**src/rtl/sdram_cmd_override.sv**
```systemverilog
module sdram_cmd_override #(
  parameter int BANK_W = 3,
  parameter int ADDR_W = 14
) (
  input  logic              clk,
  input  logic              rst_n,
  input  logic              reg_wr,
  input  logic [31:0]       reg_wdata,
  input  logic              wp_en,
  output logic [31:0]       reg_rdata,
  input  logic              init_start,
  input  logic              init_done,
  input  logic              lp_exit,
  input  logic              acc_valid,
  output logic              acc_ready,
  input  logic              acc_write,
  input  logic [BANK_W-1:0] acc_bank,
  input  logic [ADDR_W-1:0] acc_addr,
  output logic              cmd_valid,
  input  logic              cmd_ready,
  output logic [2:0]        cmd_op,
  output logic [BANK_W-1:0] cmd_bank,
  output logic [ADDR_W-1:0] cmd_addr,
  output logic              norm_valid,
  output logic              norm_write,
  output logic [BANK_W-1:0] norm_bank,
  output logic [ADDR_W-1:0] norm_addr,
  output logic              seq_err
);

  localparam logic [2:0] M_NORMAL = 3'd0;
  localparam logic [2:0] M_PREA   = 3'd2;
  localparam logic [2:0] M_REF    = 3'd4;
  localparam logic [2:0] M_LPMR   = 3'd7;
  localparam int         SEL_W    = 8;
  localparam int         PAD_W    = ADDR_W - SEL_W;

  logic [2:0]       mode_q, live_q;
  logic [SEL_W-1:0] sel_q;
  logic             pend_q, prea_q, stat_q;

  wire       accept  = acc_valid && acc_ready;
  wire [2:0] eff     = (pend_q && acc_write) ? mode_q : live_q;
  wire       blocked = (eff == M_REF) && !prea_q;
  wire       issue   = accept && (eff != M_NORMAL) && !blocked;

  assign acc_ready = !cmd_valid;
  assign reg_rdata = {16'h0, sel_q, 3'b000, stat_q, 1'b0, mode_q};

  always_ff @(posedge clk) begin
    if (!rst_n) begin
      mode_q <= M_NORMAL;
      live_q <= M_NORMAL;
      sel_q  <= '0;
      pend_q <= 1'b0;
    end else begin
      if (accept && acc_write && pend_q) begin
        live_q <= mode_q;
        pend_q <= 1'b0;
      end
      if (reg_wr && !wp_en) begin
        mode_q <= reg_wdata[2:0];
        sel_q  <= reg_wdata[15:8];
        pend_q <= 1'b1;
      end
    end
  end

  always_ff @(posedge clk) begin
    if (!rst_n) stat_q <= 1'b0;
    else if (init_done || lp_exit) stat_q <= 1'b0;
    else if (init_start) stat_q <= 1'b1;
  end

  always_ff @(posedge clk) begin
    if (!rst_n) prea_q <= 1'b0;
    else if (issue && eff == M_PREA) prea_q <= 1'b1;
    else if (accept && eff == M_NORMAL) prea_q <= 1'b0;
  end

  always_ff @(posedge clk) begin
    if (!rst_n) begin
      cmd_valid <= 1'b0;
      cmd_op    <= '0;
      cmd_bank  <= '0;
      cmd_addr  <= '0;
    end else if (issue) begin
      cmd_valid <= 1'b1;
      cmd_op    <= eff;
      cmd_bank  <= acc_bank;
      cmd_addr  <= (eff == M_LPMR) ? {{PAD_W{1'b0}}, sel_q} : acc_addr;
    end else if (cmd_ready) begin
      cmd_valid <= 1'b0;
    end
  end

  always_ff @(posedge clk) begin
    if (!rst_n) begin
      norm_valid <= 1'b0;
      norm_write <= 1'b0;
      norm_bank  <= '0;
      norm_addr  <= '0;
      seq_err    <= 1'b0;
    end else begin
      norm_valid <= accept && eff == M_NORMAL;
      seq_err    <= accept && blocked;
      if (accept && eff == M_NORMAL) begin
        norm_write <= acc_write;
        norm_bank  <= acc_bank;
        norm_addr  <= acc_addr;
      end
    end
  end

  p_hold_stall_r10: assert property (@(posedge clk) disable iff (!rst_n)
    cmd_valid && !cmd_ready |=> cmd_valid && $stable(cmd_op) && $stable(cmd_bank) && $stable(cmd_addr));
  p_busy_blocks_r10: assert property (@(posedge clk) disable iff (!rst_n)
    cmd_valid |-> !acc_ready);
  p_wp_holds_r3: assert property (@(posedge clk) disable iff (!rst_n)
    reg_wr && wp_en |=> $stable(reg_rdata[15:8]) && $stable(reg_rdata[2:0]));
  p_err_no_cmd_r7: assert property (@(posedge clk) disable iff (!rst_n)
    seq_err |-> !cmd_valid && !norm_valid);
  p_norm_no_cmd_r11: assert property (@(posedge clk) disable iff (!rst_n)
    norm_valid |-> !cmd_valid);
  p_ref_after_prea_r7: assert property (@(posedge clk) disable iff (!rst_n)
    $rose(cmd_valid) && cmd_op == M_REF |-> prea_q);
  p_status_clear_r4: assert property (@(posedge clk) disable iff (!rst_n)
    init_done |=> !reg_rdata[4]);

endmodule

```
**config.mk**
```make
export PLATFORM = sky130hd
export DESIGN_NAME = sdram_cmd_override
export DESIGN_NICKNAME = d
export VERILOG_FILES = /design/src/rtl/sdram_cmd_override.sv
export SDC_FILE = /design/constraint.sdc
export NUM_CORES = 1
export LEC_CHECK = 0
export ABC_AREA = 1
export CORE_MARGIN = 1
export CORE_UTILIZATION = 40
export CTS_CLUSTER_DIAMETER = 120
export CTS_CLUSTER_SIZE = 16
export DETAILED_ROUTE_END_ITERATION = 16
export MAX_ROUTING_LAYER = met4
export PLACE_DENSITY = 0.79
export SYNTH_ARGS = -nofsm -noshare
export SYNTH_HDL_FRONTEND = slang
export SYNTH_SLANG_ARGS = --single-unit
```
**constraint.sdc**
```tcl
create_clock -name clk -period 1.95 [get_ports clk]
set_input_delay 0.195 -clock clk [delete_from_list [all_inputs] [get_ports clk]]
set_output_delay 0.195 -clock clk [all_outputs]
set_load 0.1 [all_outputs]
```
==> Word-level counts from Yosys, hierarchy flattened <==
Cells that the tools add are included.
{ "op_classes": {"eq_ne": 3, "n_bitwise": 1, "muxes": 8, "reduce_logical": 22} }
{ "op_table": {"columns": ["cell", "n"], "rows": [
  ["$mux W14", 1],
  ["$logic_and A1 B1 Y1", 11],
  ["$eq A3 B3 Y1 const B", 2],
  ["$mux W1", 6],
  ["$reduce_bool A2 Y1", 3],
  ["$logic_not A1 Y1", 4],
  ["$eq A3 B2 Y1 const B", 1],
  ["$logic_not A3 Y1", 1],
  ["$mux W3", 1],
  ["$reduce_bool A3 Y1", 1],
  ["$reduce_or A2 Y1", 1],
  ["$logic_or A1 B1 Y1", 1],
  ["$not A1 Y1", 1]
]} }
{ "totals": {"out_inout_bits": 74, "inputBits": 59, "elab_cells": 49, "reg_bits": 58} }

==> Longest topological paths before layout <==
Gate-level depths: netlist (run 1).
{ "depth": {"word_depth": 8, "ltp_mapped": 11} }

==> Least setup slack after synthesis (run 1) <==
Ideal clock, no wire load.
{ "synth_path": {"path_type": "reg2reg", "startpoint": "reg cmd_valid", "endpoint": "reg norm_addr[10]", "t_required_ns": 1.833, "arrival_ns": 2.503, "setup_time_ns": 0.117, "path_stages_with_launch": 10, "path_slack_ns": -0.669, "n_path_buf": 2, "path_cell_list": "dfxtp_1 inv_1 nand2_1 inv_1 nand3_2 buf_6 inv_6 buf_6 nor2_1 nor2_1"} }
{ "synth_between": {"elab_chain_cells": 3} }
{ "synth_lines": {"columns": ["item", "line", "text"], "rows": [
  ["from (decl)", "19", "output logic cmd_valid,"],
  ["from (signal assigned)", "83", "cmd_valid <= 1'b0;"],
  ["from (signal assigned)", "88", "cmd_valid <= 1'b1;"],
  ["from (signal assigned)", "93", "cmd_valid <= 1'b0;"],
  ["$logic_not A1 Y1", "47", "assign acc_ready = !cmd_valid;"],
  ["via acc_ready", "15", "output logic acc_ready,"],
  ["$logic_and A1 B1 Y1", "42", "wire accept = acc_valid && acc_ready;"],
  ["$logic_and A1 B1 Y1", "107", "if (accept && eff == M_NORMAL) begin"],
  ["to (signal assigned)", "110", "norm_addr <= acc_addr;"],
  ["to (decl)", "27", "output logic [ADDR_W-1:0] norm_addr,"]
]} }
The timed path passes the listed nets, and every way through them passes these cells.
A chain may end at the register's enable or synchronous reset.

==> Worst setup path in the final report (run 1) <==
{ "layout_path": {"startpoint": "in acc_write", "endpoint": "reg norm_write"} }
{ "layout_between": {"elab_chain_cells": 4} }
{ "layout_lines": {"columns": ["item", "line", "text"], "rows": [
  ["from (decl)", "16", "input logic acc_write,"],
  ["$logic_and A1 B1 Y1", "43", "wire [2:0] eff = (pend_q && acc_write) ? mode_q : live_q;"],
  ["$mux W3", "43", null],
  ["$logic_not A3 Y1", "107", null],
  ["$logic_and A1 B1 Y1", "107", null],
  ["to (signal assigned)", "108", "norm_write <= acc_write;"],
  ["to (decl)", "25", "output logic norm_write,"]
]} }
Several ways; a longest one is shown, not always the timed one.

==> out/results.ini, run 1 <==
[critical_path]
worstSetupStartpointType=input pin
worstPathRequired_ns=2.17
critPathMaxFanout=20
criticalPathCategory=input pin to flip-flop
endpoint_kind=flip-flop
crit_arrival_ns=1.82

[clock_network]
ctsResizeCount=0
numCtsBuffers=9
cts_buffer_depth=2
clock_latency_ns=0.33
cts_hold_buf=0
cts_root_buffer=clkbuf_8
cts_max_level=3
cts.sinks=58
post_cts_buffers=0
cts_tree=yes
path_clk_slew_ns=0.07

[floorplanning]
dieHeight_um=83.15
io_pins=133
core_um2=6350
rows=29
fp.dieArea_um2=6913
die_w_um=83.15
initial_core_util=0.4148

[global_routing]
grt-ovfl-total=0
grt_pass1_wl_mm=10.54
antenna_found_initial=0
grt_max_degree=37
grt_pass1_vias=2331
track_usage=0.1951

[finish]
drive_gt1_frac=0.2105
area_growth_pct=37.72
final_core_util=0.5712
postLayoutCellArea_um2=3627
diodes=0
seqCellArea_um2=1169
fin_cells=552
nNetsFinal=529
multi_input_area_um2=1116
nFillCells=602

[placed_design]
place_inst=536
routabilityCongestion=0.8017
dp_hpwl_mm=4.512
placed_cell_area_um2=3423
portBuffers=91

[hold_path]
worstHoldPathType=input pin to flip-flop

[yosys]
ys_warn_count=0
synth_edf_count=0
ys_ff_latch=58
ys.flop_type=dfxtp_1
async_flop_share=0
syn_inst=376
synthTopCellsByArea=dfxtp_1 44%, nor2_1 13%, nand2_1 10%
ys_types=23
synth_top_area_cell=dfxtp_1
syn_area_per_cell_um2=7.005
synth-seq-area-share=0.4409
synthesis.area_um2=2634
synth_top_area_frac=0.4409

[route]
vias=2468
vias_per_cell=4.471
wire_per_inst_um=11.41
drt_pass1_iterations=4
postRouteAntennaNets=0
drc_errors=0
finalWirelength_mm=6.299
drtIter0Drc=79

[timing]
finClkSkew_ns=0.007722
period_share=0.8215
setup_tns_ns=0
period_needed_ns=1.602
hold_violations=0
rsz0062_at_grt=no
max_freq_mhz=624.3
slew_violations=0
setup_viol=0

[power_and_ir_drop]
total_power_mw=3.762
worst_ir_drop_vdd_mv=0.5797
p_leak_nw=1.842
p_per_area_nw_per_um2=1037

[job]
cap_violations=0

[status]
status=finished, final reports clean

==> flip-flops by register name, summed over array words and instances, names as in the netlist, 3 cells and up <==
register / flops
mode_q: 3
cmd_addr: 14
norm_bank: 3
cmd_bank: 3
live_q: 3
norm_addr: 14
cmd_op: 3
sel_q: 8
==> cells by family after synthesis <==
| group | count (synthesis) | synth area share |
|---|---|---|
| AND/OR/NAND/NOR | 195 | 0.3145 |
| buffers and inverters | 80 | 0.1634 |
| flip-flops | 58 | 0.4409 |
| AO/OA/AOI/OAI | 42 | 0.07981 |
| other | 1 | 0.001424 |
==> critical path: stages <==
cell	delay [ns]
clkdlybuf4s50_1	0.60
nand2_2	0.15
nand2_1	0.09
nand2_1	0.12
nand2_1	0.12
inv_2	0.05
nand3_2	0.07
buf_12	0.15
inv_6	0.08
nor2_1	0.13
nor2_1	0.06
==> layer usage <==
| layer | vias to the layer above | GRT usage | wire, um | share of wire |
|---|---|---|---|---|
| li1 | 1304 | - | - | - |
| met1 | 1082 | 0.2400 | 2966 | 0.47 |
| met2 | 75 | 0.3077 | 2872 | 0.46 |
| met3 | 7 | 0.04573 | 381 | 0.060 |
| met4 | 0 | 0.08150 | 78 | 0.012 |
| met5 | - | - | 0 | 0 |
==> cells in the mapped netlist, types with 2 or more instances <==
library cell	number
a21oi_1	10
buf_2	3
buf_4	22
buf_6	5
clkbuf_1	4
dfxtp_1	58
inv_1	41
inv_2	2
nand2_1	73
nand2_2	3
nand2_4	2
nand3_1	5
nand3_2	5
nand4_1	12
nor2_1	92
o21ai_0	32
==> report_power, final <==
group	internal [mW]	switching (mW)	total, mW
registers	1.27	0.0536	1.33
clock network	0.653	0.477	1.13
logic	0.277	1.03	1.30
total	2.20	1.56	3.76
==> layout make-up <==
class	instances	share of cell area
timing repair buffer	100	0.2394
inverter	44	0.04795
clock inverter	5	0.01449
multi-input combinational	257	0.3077
sequential	58	0.3222
tap	77	0.02656
clock buffer	11	0.04174
==> per-stage QoR <==
stage / setup slack, ns / hold WS, ns
6_report: 0.3482 / 0.4059
2_1_floorplan: -0.02736 / 0.2731
3_3_place_gp: 0.03299 / 0.4366
3_5_place_dp: 0.02154 / 0.4535
4_1_cts: 0.3486 / 0.3975
5_1_grt: 0.1727 / 0.4028
==> final timing paths <==
check	start	endpoint	slack, ns	cells past startpoint
max	acc_write	norm_write$_SDFFE_PN0P_	0.35	11
min reg2reg	cmd_op[1]$_SDFFE_PN0P_	cmd_op[1]$_SDFFE_PN0P_	0.46	2
max reg2reg	pend_q$_SDFFE_PN0P_	norm_write$_SDFFE_PN0P_	0.36	10
min	lp_exit	stat_q$_SDFFE_PP0P_	0.41	2
==> cell usage in the layout, fill, tap and decap left out, types with 10 or more instances in the layout <==
| cell type | instances |
|---|---|
| nor2_1 | 92 |
| nand2_1 | 72 |
| buf_4 | 61 |
| dfxtp_1 | 54 |
| inv_1 | 39 |
| clkdlybuf4s50_1 | 37 |
| o21ai_0 | 32 |
| conb_1 | 20 |
| nand4_1 | 12 |
| clkbuf_8 | 11 |
| a21oi_1 | 10 |
Note: power is estimated with default switching activity, not from simulation.
==> run 2, diff against run 1 <==
- CORE_UTILIZATION: 40 -> 36
- PLACE_DENSITY: 0.79 -> 0.75
- clock period: 1.95 -> 1.35 ns (I/O delays scaled with it)
==> run 2 against run 1 <==
Compared with the run above:
- sequential share of layout area fell by 7.4 points
- combinational power rose by 85%
- count of clock-buffer cells in the layout rose by 3
- the run now ends with setup timing left
==> out/results.ini, run 2 (synthesis results as in run 1) <==
[power_and_ir_drop]
total_power_mw=5.994  ; +59%
worst_ir_drop_vdd_mv=0.7101  ; +22%
p_per_area_nw_per_um2=1269  ; +22%
p_leak_nw=2.182  ; +18%

[floorplanning]
dieHeight_um=87.54  ; +5.3%
fp.dieArea_um2=7662  ; +11%
initial_core_util=0.3793  ; -0.03550
io_pins=133  ; unchanged
rows=30  ; +3.4%
die_w_um=87.54  ; +5.3%
core_um2=6944  ; +9.4%

[clock_network]
numCtsBuffers=9  ; unchanged
cts_buffer_depth=2  ; unchanged
clock_latency_ns=0.34  ; about the same
cts_root_buffer=clkbuf_8
cts_tree=yes
path_clk_slew_ns=0.06  ; about the same
cts.sinks=58  ; unchanged
cts_max_level=3  ; unchanged

[route]
drc_errors=0  ; unchanged
vias_per_cell=4.547  ; +1.7%
vias=2687  ; +8.9%
finalWirelength_mm=7.544  ; +20%
postRouteAntennaNets=0  ; unchanged
drt_pass1_iterations=4  ; unchanged
drtIter0Drc=154  ; +95%
wire_per_inst_um=12.76  ; +12%

[critical_path]
worstPathRequired_ns=1.58  ; -0.59 ns
critPathMaxStageDelay_ns=0.37  ; -0.23 ns
worstSetupStartpointType=flip-flop
criticalPathCategory=flip-flop to flip-flop
endpoint_kind=flip-flop
cp_cell_sequence=nand2_4 > nand2_2 > nand2_4 > nand2_2 > inv_2 > nand3_4 > buf_16 > o21ai_4 > nor2_1
critPathMaxFanout=7  ; -65%
crit_arrival_ns=1.65  ; -0.17 ns
cp_slowest_cell=dfxtp_4

[timing]
max_freq_mhz=701.1
finClkSkew_ns=0.004670  ; -0.003051 ns
rsz0062_at_grt=yes
slew_violations=0  ; unchanged
setup_slack_ns=-0.07635  ; -0.4245 ns
period_share=1.057
period_needed_ns=1.426
setup_viol=27  ; +27
hold_violations=0  ; unchanged

[global_routing]
antenna_found_initial=0  ; unchanged
grt-ovfl-total=0  ; unchanged
track_usage=0.2045  ; +0.009415
grt_max_degree=31  ; -16%
grt_pass1_vias=2519  ; +8.1%
grt_pass1_wl_mm=11.62  ; +10%

[placed_design]
place_inst=569  ; +6.2%
dp_hpwl_mm=5.055  ; +12%
placed_cell_area_um2=4250  ; +24%
routabilityCongestion=0.7998  ; -0.24%
portBuffers=91  ; unchanged
dp_slack_ns=-0.4244  ; -0.4459 ns

[job]
cap_violations=0  ; unchanged

[finish]
nNetsFinal=550  ; +4.0%
reg_top3=cmd_addr (14), norm_addr (14), sel_q (8)
layout_common_cells=76 x nor2_1, 67 x nand2_1, 57 x buf_12
diodes=0  ; unchanged
fin_cells=591  ; +7.1%
drive_gt1_frac=0.3071  ; +0.09654
nFillCells=524  ; -13%
area_growth_pct=79.33
postLayoutCellArea_um2=4723  ; +30%
mostFrequentLayoutCell=nor2_1

[status]
violations=setup timing
status=complete, but fails checks

[hold_path]
worstHoldPathType=input pin to flip-flop

==> run 2: cell types whose count changed in the layout (fill, tap and decap cells not counted), moves of 4 or more <==
cell	change
buf_12	+55
buf_4	-41
o21ai_0	-17
nor2_1	-16
nor2_2	+14
o21ai_1	+11
nand2_1	-5
o21ai_2	+5
nand2_2	+4
==> run 2: stage by stage <==
stage	util	hold WS [ns]	setup TNS [ns]
after floorplan	-	0.2131	-23.45
after global placement	0.6121	0.4607	-11.33
after detailed placement	0.6121	0.4627	-13.92
after CTS	0.6521	0.3415	0
after global routing	0.6802	0.3457	-3.829
final	0.6802	0.3430	-0.5128
==> run 2: critical path, delay by kind of cell, from the launching register on <==
family / cells / cell delay, ns
DFF: 1 / 0.37
AOI/OAI and AO/OA: 1 / 0.17
buffers and inverters: 2 / 0.27
and+or+nand+nor: 6 / 0.51
==> run 2: final timing paths <==
check / start / cells after the start / to / slack (ns)
worst max register to register: pend_q$_SDFFE_PN0P_ / 9 / norm_bank[1]$_SDFFE_PN0P_ / -0.08
worst min register to register: prea_q$_SDFFE_PN0P_ / 2 / prea_q$_SDFFE_PN0P_ / 0.47
worst min-delay path: lp_exit / 2 / stat_q$_SDFFE_PP0P_ / 0.34
worst max-delay path: pend_q$_SDFFE_PN0P_ / 9 / norm_bank[1]$_SDFFE_PN0P_ / -0.08
==> run 2: final cells by class <==
class / instances / area, um^2 / area share
Sequential cell: 58 / 1172 / 0.2482
Timing Repair inverter: 1 / 11.26 / 0.002384
Multi-Input combinational cell: 257 / 1251 / 0.2649
Clock buffer: 14 / 193.9 / 0.04106
Tap cell: 96 / 120.1 / 0.02543
Inverter: 44 / 197.7 / 0.04185
Timing Repair Buffer: 120 / 1772 / 0.3751
Clock inverter: 1 / 5.005 / 0.001060
==> run 2: repair_timing <==
item                       4_1_cts  5_1_grt
resized for setup               21       41
buffers inserted                 0        2
pin swaps                        2       11
gates cloned                     1        4
setup endpoints to repair       37       39
hold buffers                     0        0
hold endpoints to repair         0        0
==> run 2: per-layer routing <==
metal  wire length, um  up-vias  global-route usage
li1                  -     1349                   -
met1              3024     1211              0.2297
met2              3852      116              0.3438
met3               548       11             0.07352
met4               119        0             0.05514
met5                 0        -                   -
==> run 2: where the power goes <==
group	switching [mW]	internal [mW]
registers	0.151	1.84
logic	1.59	0.818
clock network	0.674	0.917
==> run 3, diff against run 2 <==
- CORE_ASPECT_RATIO: unset -> 0.9
- HOLD_SLACK_MARGIN: unset -> 0.06
==> run 3 against run 2 <==
Compared with the run above:
- the run still ends with setup timing left
- sequential power barely moved
- design area fell by 2.0%
- largest cell class unchanged
- count of clock-buffer cells in the layout shrank 2
- sequential share of layout area grew 0.50 points
==> out/results.ini, run 3 (synthesis results as in run 1) <==
[status]
status=complete, but fails checks
violations=setup timing

[critical_path]
rr_endpoint=norm_addr[4]$_SDFFE_PN0P_
cp_num_buf_inv=2  ; unchanged
worstSetupStartpointType=flip-flop
reg2reg_from=pend_q$_SDFFE_PN0P_
endpoint_kind=flip-flop
regToRegSetupSlack_ns=-0.05  ; +0.02 ns
worstPathRequired_ns=1.57  ; about the same
critPathMaxFanout=9  ; +2
crit_arrival_ns=1.62  ; -0.03 ns
cp_cell_sequence=nand2_4 > nand2_2 > nand2_4 > nand2_2 > inv_2 > nand3_4 > buf_16 > o21ai_2 > nor2_1
critPathMaxStageDelay_ns=0.37  ; about the same
r2r_cells=9  ; unchanged
cpLargestDelayFamily=simple AND/OR/NAND/NOR gates
criticalPathCategory=flip-flop to flip-flop
cp_slowest_cell=dfxtp_4

[global_routing]
grt-ovfl-total=0  ; unchanged
grt_pass1_wl_mm=11.67  ; +0.41%
grt_pass1_vias=2515  ; -0.16%
grt_max_degree=55  ; +77%
antenna_found_initial=0  ; unchanged
track_usage=0.2009  ; -0.003648

[route]
postRouteAntennaNets=0  ; unchanged
drc_errors=0  ; unchanged
vias_per_cell=4.560  ; +0.29%
vias=2663  ; -0.89%
wire_per_inst_um=12.28  ; -3.8%
drtIter0Drc=95  ; -38%
finalWirelength_mm=7.174  ; -4.9%
drt_pass1_iterations=4  ; unchanged

[timing]
rsz0062_at_grt=yes
setup_slack_ns=-0.05333  ; +0.02301 ns
period_share=1.040  ; -0.01705
fin_hold_ws_ns=0.2710  ; -0.07202 ns
setup_viol=22  ; -19%
period_needed_ns=1.403  ; -0.02301 ns
slew_violations=0  ; unchanged
max_freq_mhz=712.6  ; +1.6%
hold_violations=0  ; unchanged
finClkSkew_ns=0.006663  ; +0.001993 ns

[floorplanning]
core_um2=7076  ; +1.9%
rows=29  ; -3.3%
die_w_um=92.16  ; +5.3%
fp.dieArea_um2=7663  ; about the same
dieHeight_um=83.15  ; -5.0%
io_pins=133  ; unchanged
initial_core_util=0.3722  ; -0.007042

[finish]
reg_top3=cmd_addr (14), norm_addr (14), sel_q (8)
nFillCells=567  ; +8.2%
multi_input_area_um2=1197  ; -4.3%
diodes=0  ; unchanged
area_growth_pct=75.82
nNetsFinal=546  ; -0.73%
layout_common_cells=89 x nor2_1, 66 x nand2_1, 59 x buf_12
seqCellArea_um2=1172  ; unchanged
drive_gt1_frac=0.2749  ; -0.03212
fin_cells=584  ; -1.2%
mostFrequentLayoutCell=nor2_1

[clock_network]
path_clk_slew_ns=0.06  ; about the same
cts_tree=yes
cts.sinks=58  ; unchanged
clock_latency_ns=0.33  ; about the same
numCtsBuffers=9  ; unchanged
cts_buffer_depth=2  ; unchanged
cts_max_level=3  ; unchanged
cts_root_buffer=clkbuf_8

[placed_design]
portBuffers=91  ; unchanged
place_inst=565  ; -0.70%
routabilityCongestion=0.8250  ; +3.2%
dp_hpwl_mm=5.081  ; +0.50%

[hold_path]
hold-path-endpoint=cmd_addr[6]$_SDFFE_PN0P_
hp-start=rst_n
worstHoldPathType=input pin to flip-flop
hold_depth=4  ; +2

[power_and_ir_drop]
p_per_area_nw_per_um2=1270  ; about the same
p_leak_nw=2.153  ; -1.3%
worst_ir_drop_vdd_mv=1.039  ; +46%

[job]
cap_violations=0  ; unchanged

-- run 3: where the power goes --
group	switching, mW	total (mW)	leakage (nW)	internal (mW)
registers	0.143	1.98	0.478	1.84
clock network	0.642	1.53	0.0962	0.887
logic	1.56	2.36	1.58	0.804
-- run 3: layer usage --
metal | GRT usage | vias to the layer above | wire (um)
li1 | - | 1347 | -
met1 | 0.2376 | 1190 | 2999
met2 | 0.3250 | 117 | 3612
met3 | 0.05678 | 9 | 474
met4 | 0.07386 | 0 | 89
met5 | - | - | 0
-- run 3: final cells by class --
type | instances | share of cell area
clock inverters | 3 | 0.008646
flip-flops and latches | 58 | 0.2532
clock buffers | 12 | 0.03134
inverters | 44 | 0.04269
multi-input cells | 257 | 0.2586
well taps | 93 | 0.02513
repair buffers | 117 | 0.3804
-- run 3: worst max-delay path by stage --
stage / startpoint / end / slack (ns) / cells past startpoint
after floorplan: cmd_valid$_SDFFE_PN0P_ / norm_addr[10]$_SDFFE_PN0P_ / -0.62 / 9
after global placement: acc_write / norm_addr[4]$_SDFFE_PN0P_ / -0.36 / 10
after detailed placement: acc_write / norm_addr[4]$_SDFFE_PN0P_ / -0.46 / 10
after CTS: pend_q$_SDFFE_PN0P_ / norm_addr[7]$_SDFFE_PN0P_ / -0.03 / 9
after global routing: pend_q$_SDFFE_PN0P_ / norm_addr[4]$_SDFFE_PN0P_ / -0.13 / 9
final: pend_q$_SDFFE_PN0P_ / norm_addr[4]$_SDFFE_PN0P_ / -0.05 / 9
-- run 3: stage by stage --
step                setup WS [ns]    util  power (mW)  cell area [um^2]  TNS [ns]
CTS                      -0.02640  0.6389       5.859              4521   -0.3046
finish                   -0.05333  0.6545       5.879              4631   -0.6116
floorplan                 -0.6188       -       3.483              2731    -23.45
detailed placement        -0.4627  0.6019       4.268              4259    -14.61
global placement          -0.3567  0.6019       4.238              4259    -12.24
global route              -0.1254  0.6545       6.095              4631    -3.440
-- run 3: timing repair --
action / CTS / global route
pin swaps: 4 / 5
hold buffers: 0 / 0
endpoints found under the setup margin: 40 / 38
gates cloned: 1 / 2
gates resized for setup: 24 / 23
setup buffers: 0 / 1
-- run 3: worst reg2reg max path: stages (launching register included) --
cell and delay, ns:
dfxtp_4 0.37, nand2_4 0.10, nand2_2 0.08, nand2_4 0.09, nand2_2 0.07, inv_2 0.08, nand3_4 0.13, buf_16 0.19
o21ai_2 0.13, nor2_1 0.06
